<file path="src/rtl/ccd_reorder_pkg.sv">
package ccd_reorder_pkg;

    localparam int PIXEL_BITS = 16;

    typedef enum logic [1:0] {
        CORNER_TL = 2'd0,
        CORNER_TR = 2'd1,
        CORNER_BL = 2'd2,
        CORNER_BR = 2'd3
    } corner_e;

    // Right-hand corners scan columns in descending order.
    function automatic logic scans_left(input corner_e c);
        return (c == CORNER_TR) || (c == CORNER_BR);
    endfunction

    // Bottom corners scan rows in descending order.
    function automatic logic scans_up(input corner_e c);
        return (c == CORNER_BL) || (c == CORNER_BR);
    endfunction

endpackage

</file>
<file path="src/rtl/quad_seq.sv">
module quad_seq #(
    parameter int QROW_W = 11,
    parameter int QCOL_W = 11
) (
    input  logic                         clk,
    input  logic                         rst,
    input  logic                         step,
    input  logic                         restart,
    output ccd_reorder_pkg::corner_e     corner,
    output logic [QROW_W-1:0]            qrow,
    output logic [QCOL_W-1:0]            qcol,
    output logic                         last_pix
);
    import ccd_reorder_pkg::*;

    corner_e             corner_q, corner_n;
    logic [QROW_W-1:0]   row_q, row_n;
    logic [QCOL_W-1:0]   col_q, col_n;

    // A marked beat is position zero regardless of the stored state.
    always_comb begin
        corner = restart ? CORNER_TL : corner_q;
        qrow   = restart ? '0 : row_q;
        qcol   = restart ? '0 : col_q;
    end

    assign last_pix = (corner == CORNER_BR) && (&qrow) && (&qcol);

    always_comb begin
        corner_n = corner_e'(corner + 2'd1);
        col_n    = qcol;
        row_n    = qrow;
        if (corner == CORNER_BR) begin
            col_n = qcol + 1'b1;
            if (&qcol) begin
                row_n = qrow + 1'b1;
            end
        end
    end

    always_ff @(posedge clk) begin
        if (rst) begin
            corner_q <= CORNER_TL;
            row_q    <= '0;
            col_q    <= '0;
        end else if (step) begin
            corner_q <= corner_n;
            row_q    <= row_n;
            col_q    <= col_n;
        end
    end
endmodule

</file>
<file path="src/rtl/raster_map.sv">
module raster_map #(
    parameter int ROWS_LOG2 = 12,
    parameter int COLS_LOG2 = 12
) (
    input  ccd_reorder_pkg::corner_e           corner,
    input  logic [ROWS_LOG2-2:0]               qrow,
    input  logic [COLS_LOG2-2:0]               qcol,
    output logic [ROWS_LOG2+COLS_LOG2-1:0]     addr
);
    import ccd_reorder_pkg::*;

    localparam int QROW_W = ROWS_LOG2 - 1;
    localparam int QCOL_W = COLS_LOG2 - 1;

    logic                 up, left;
    logic [QROW_W-1:0]    row_lo;
    logic [QCOL_W-1:0]    col_lo;

    assign up   = scans_up(corner);
    assign left = scans_left(corner);

    // (N-1-x) for x < N/2 equals {1, ~x}: mirror by inverting each bit.
    for (genvar i = 0; i < QROW_W; i++) begin : g_row
        assign row_lo[i] = qrow[i] ^ up;
    end
    for (genvar j = 0; j < QCOL_W; j++) begin : g_col
        assign col_lo[j] = qcol[j] ^ left;
    end

    assign addr = {up, row_lo, left, col_lo};
endmodule

</file>
<file path="src/rtl/frame_track.sv">
module frame_track (
    input  logic clk,
    input  logic rst,
    input  logic beat,
    input  logic sop,
    input  logic last_pix,
    output logic take,
    output logic len_err
);
    logic active_q;

    assign take = beat && (sop || active_q);

    always_ff @(posedge clk) begin
        if (rst) begin
            active_q <= 1'b0;
            len_err  <= 1'b0;
        end else begin
            if (take) begin
                active_q <= !last_pix;
            end
            if (beat && (sop == active_q)) begin
                len_err <= 1'b1;
            end
        end
    end
endmodule

</file>
<file path="src/rtl/ccd_corner_reorder.sv">
module ccd_corner_reorder #(
    parameter int ROWS_LOG2 = 12,
    parameter int COLS_LOG2 = 12,
    parameter int PIX_W     = ccd_reorder_pkg::PIXEL_BITS
) (
    input  logic                              clk,
    input  logic                              rst,
    input  logic                              in_valid,
    output logic                              in_ready,
    input  logic                              in_sop,
    input  logic [PIX_W-1:0]                  in_data,
    output logic                              wr_en,
    output logic [ROWS_LOG2+COLS_LOG2-1:0]    wr_addr,
    output logic [PIX_W-1:0]                  wr_data,
    output logic                              frame_done,
    output logic                              len_err
);
    import ccd_reorder_pkg::*;

    localparam int AW     = ROWS_LOG2 + COLS_LOG2;
    localparam int QROW_W = ROWS_LOG2 - 1;
    localparam int QCOL_W = COLS_LOG2 - 1;

    logic               beat, take, last_pix, restart;
    corner_e            corner;
    logic [QROW_W-1:0]  qrow;
    logic [QCOL_W-1:0]  qcol;
    logic [AW-1:0]      addr_c;

    assign in_ready = 1'b1;
    assign beat     = in_valid;
    assign restart  = beat && in_sop;

    quad_seq #(.QROW_W(QROW_W), .QCOL_W(QCOL_W)) u_seq (
        .clk      (clk),
        .rst      (rst),
        .step     (take),
        .restart  (restart),
        .corner   (corner),
        .qrow     (qrow),
        .qcol     (qcol),
        .last_pix (last_pix)
    );

    raster_map #(.ROWS_LOG2(ROWS_LOG2), .COLS_LOG2(COLS_LOG2)) u_map (
        .corner (corner),
        .qrow   (qrow),
        .qcol   (qcol),
        .addr   (addr_c)
    );

    frame_track u_trk (
        .clk      (clk),
        .rst      (rst),
        .beat     (beat),
        .sop      (in_sop),
        .last_pix (last_pix),
        .take     (take),
        .len_err  (len_err)
    );

    always_ff @(posedge clk) begin
        if (rst) begin
            wr_en      <= 1'b0;
            frame_done <= 1'b0;
            wr_addr    <= '0;
            wr_data    <= '0;
        end else begin
            wr_en      <= take;
            frame_done <= take && last_pix;
            if (take) begin
                wr_addr <= addr_c;
                wr_data <= in_data;
            end
        end
    end
endmodule

</file>
<file path="config.mk">
export PLATFORM = sky130hd
export DESIGN_NAME = ccd_corner_reorder
export DESIGN_NICKNAME = d
export VERILOG_FILES = /design/src/rtl/ccd_reorder_pkg.sv /design/src/rtl/quad_seq.sv /design/src/rtl/raster_map.sv /design/src/rtl/frame_track.sv /design/src/rtl/ccd_corner_reorder.sv
export SDC_FILE = /design/constraint.sdc
export NUM_CORES = 1
export LEC_CHECK = 0
export BUFFER_PORTS_ARGS = -buffer_cell sky130_fd_sc_hd__buf_2
export CORE_ASPECT_RATIO = 0.75
export CORE_MARGIN = 5
export CORE_UTILIZATION = 54
export DETAILED_ROUTE_END_ITERATION = 16
export GPL_ROUTABILITY_DRIVEN = 0
export HOLD_SLACK_MARGIN = 0.08
export PLACE_DENSITY = 0.88
export RECOVER_POWER = 25
export SYNTH_ARGS = -nofsm -noshare
export SYNTH_HDL_FRONTEND = slang
export SYNTH_SLANG_ARGS = --single-unit
export TNS_END_PERCENT = 20
</file>
<file path="constraint.sdc">
create_clock -name clk -period 3.05 [get_ports clk]
set_input_delay 0.1525 -clock clk [delete_from_list [all_inputs] [get_ports clk]]
set_output_delay 0.1525 -clock clk [all_outputs]
set_load 0.02 [all_outputs]
</file>
==> metrics <==
total of max-cap violations=0; Worst-Margin Slew=0.890 ns; Post-Route WL=8370 um; relative slew slack=0.407; Post-CTS Resized=0; Ports=64; GR met3 Demand/Resource=0.0880; clock skew=roughly 0.0095 ns; GRT met1 Usage=0.269; post-DR vias/cell=5.83; RSZ-0062 raised after global routing=false; family with the most delay on the worst path=simple AND/OR/NAND/NOR gates; Seq cells post-synth=68; clk root buf=clkbuf_8; Die H=75.0 um; die area=7250 um^2; vias in the first global route=between 2k and 3k; CP peak stage delay=0.68 ns; Max VDD drop=0.350 mV; count of flip-flops with a built-in enable after synthesis=0; Period minus WS final=2.35 ns; PD cells=535 nW/um^2; Area growth syn-to-layout=22.7%; total chip power=2.00 mW; IO Port Bufs=62; Critical Path Slowest Stage Cell=nor4b_2; critical path class=flip-flop to flip-flop; Arr. time, crit path=2.61 ns; Hold Violations, Final=0; Worst EP required=3.31 ns; Final Core Density=0.690; ANT nets after route=0; Final HPWL DP=5020 um; Hold Crit Class=primary input to flip-flop; Post-Syn Area=3040 um^2; Syn Nets=377; Final nets=443; Async SR Flop Fraction=0; Synthesis Warnings=0; Final TNS setup=0 ns; synth unique cells=43; initial antenna violation count=0; Pre-antenna DRT Iters=7; total track usage=0.231; CP startpoint kind=flip-flop; Setup crit end kind=flip-flop; post-synthesis sequential area ratio=0.448; Clock Latency Late Sink=0.34 ns; global-route wire length before repair=about 13000 um; post-detailed-route wirelength per cell=16.7 um; final setup fails=0; CP Max Fanout=14; grt total ovfl=0; clock tree buffer depth=2; ys flop type=dfxtp_1; number of remaining DRC errors=0; Initial Util=0.562; Post-Syn Area per Cell=8.57 um^2; CORE AREA=between 5000 and 6000 um^2; critical path cell sequence=buf_4 -> and2_1 -> ha_1 -> nand4b_2 -> nor4b_2 -> nand3_1 -> a21oi_1; clock sinks=68; Min Hold Slack=0.139 ns; Most Used Layer, Global Route=met2; CP Buf/Inv Count=1; Vias=2917; status=complete, no violations; TritonCTS clock tree=built; Die X=96.7 um; Antenna Cells=0; largest net degree at the start of global routing=51; # rows=23; Syn Inst Count=355; initial drt markers=300; H-Tree Depth=3; leakage power total=1.61 nW; total CTS buffers=9; share of cells above drive strength 1=0.162; f_max=426 MHz; CTS clk-pin slew, worst paths=~0.07 ns; Tcrit/Tclk final=0.769; met2 usage=0.380; Max Slew Vio Count=0
-- power breakdown --
part / switching, mW / total, mW / internal, mW
combinational: 0.128 / 0.195 / 0.0677
clock: 0.324 / 0.882 / 0.558
sequential: 0.0107 / 0.920 / 0.910
total: 0.462 / 2.00 / 1.54
-- worst register-to-register path, stage by stage, from the launching register on --
cell and delay (ns):
dfxtp_1 0.31, buf_4 0.23, and2_1 0.17, ha_1 0.20
nand4b_2 0.24, nor4b_2 0.68, nand3_1 0.22, a21oi_1 0.21
-- layer usage --
| metal | part of all wire | vias to the layer above |
|---|---|---|
| li1 | - | 1377 |
| met1 | 0.39 | 1338 |
| met2 | 0.48 | 167 |
| met3 | 0.10 | 35 |
| met4 | 0.031 | 0 |
| met5 | 0 | - |
-- registers in the layout (all words and copies together) (netlist names) --
| name | count |
|---|---|
| u_seq.col_q | 11 |
| wr_data | 16 |
| u_trk.active_q | 1 |
| frame_done | 1 |
| u_seq.row_q | 11 |
| wr_addr | 24 |
| wr_en | 1 |
| u_trk.len_err | 1 |
| u_seq.corner_q | 2 |
-- cell type report --
cell class | count | area (um^2)
fill | 429 | 1680
inverter | 3 | 11.3
timing repair buffer | 87 | 504
multi-input combinational | 252 | 1530
tap | 75 | 93.8
sequential | 68 | 1360
clock inverter | 5 | 100
clock buffer | 10 | 138
-- synth_stat cells (4+ instances only) --
cell type  count  area, um^2
a31o_2         5        43.8
dfxtp_1       68        1360
nor3b_1        4        30.0
nand2_1       57         214
nand4_1        8        50.1
clkbuf_1      23        86.3
nor2_1        38         143
xor2_1        24         210
a41o_1         6        60.1
a21o_1         4        30.0
a21oi_1       36         180
and2_1         5        31.3
a311oi_1       5        43.8
a22oi_1       25         188
-- cell usage in the layout (no fill, tap or decap), drive strengths merged, types with 2 or more instances in the layout --
cell type and instances:
ha 2, nand2 57, clkbuf 37, nor2 38, and4 3, nand4 8
nand3 3, xor2 24, and2 5, o21ai 2, dfxtp 68, nand4b 2
a311oi 5, nor4b 3, and3 3, a22oi 25, inv 3, nor3b 4
nor3 3, mux2 2, a21o 4, a31o 5, clkinv 2, a21oi 36
dlygate4sd3 16, buf 44, a41o 6, bufinv 3
-- worst paths after layout --
path                     start             end  slack [ns]  cells after the start
max          u_seq.corner_q[1]  u_seq.col_q[6]        0.70                      7
min                   in_valid   u_trk.len_err        0.14                      3
min reg2reg        wr_data[14]     wr_data[14]        0.46                      2
max reg2reg  u_seq.corner_q[1]  u_seq.col_q[6]        0.70                      7
-- cell families (layout without fill, tap and decap cells) --
logic type                 count (synthesis)  in the layout  synth area share
xor gates and xnor gates                  25             25            0.0720
muxes                                      2              2           0.00740
DFF                                       68             68             0.448
AOI/OAI and AO/OA                         86             86             0.191
buffers and inverters                     35            105            0.0527
and+or+nand+nor                          136            136             0.220
other                                      1              1           0.00123
adders and majority gates                  2              2           0.00823
-- what timing repair did --
item / in CTS / in global routing
hold buffers: 16 / 0
buffers inserted: 0 / 0
hold endpoints to repair: 16 / 0
-- per-stage QoR --
| stage | instance area (um^2) | setup slack [ns] | instances |
|---|---|---|---|
| final | 3730 | 0.704 | 500 |
| after global routing | 3730 | 0.544 | 500 |
| after CTS | 3770 | 0.704 | 500 |
| after detailed placement | 3370 | 0.710 | 469 |
| after global placement | 3370 | 0.853 | 469 |
| after floorplan | 3040 | 0.530 | 355 |
No activity file was read; power rests on OpenSTA's default activity.
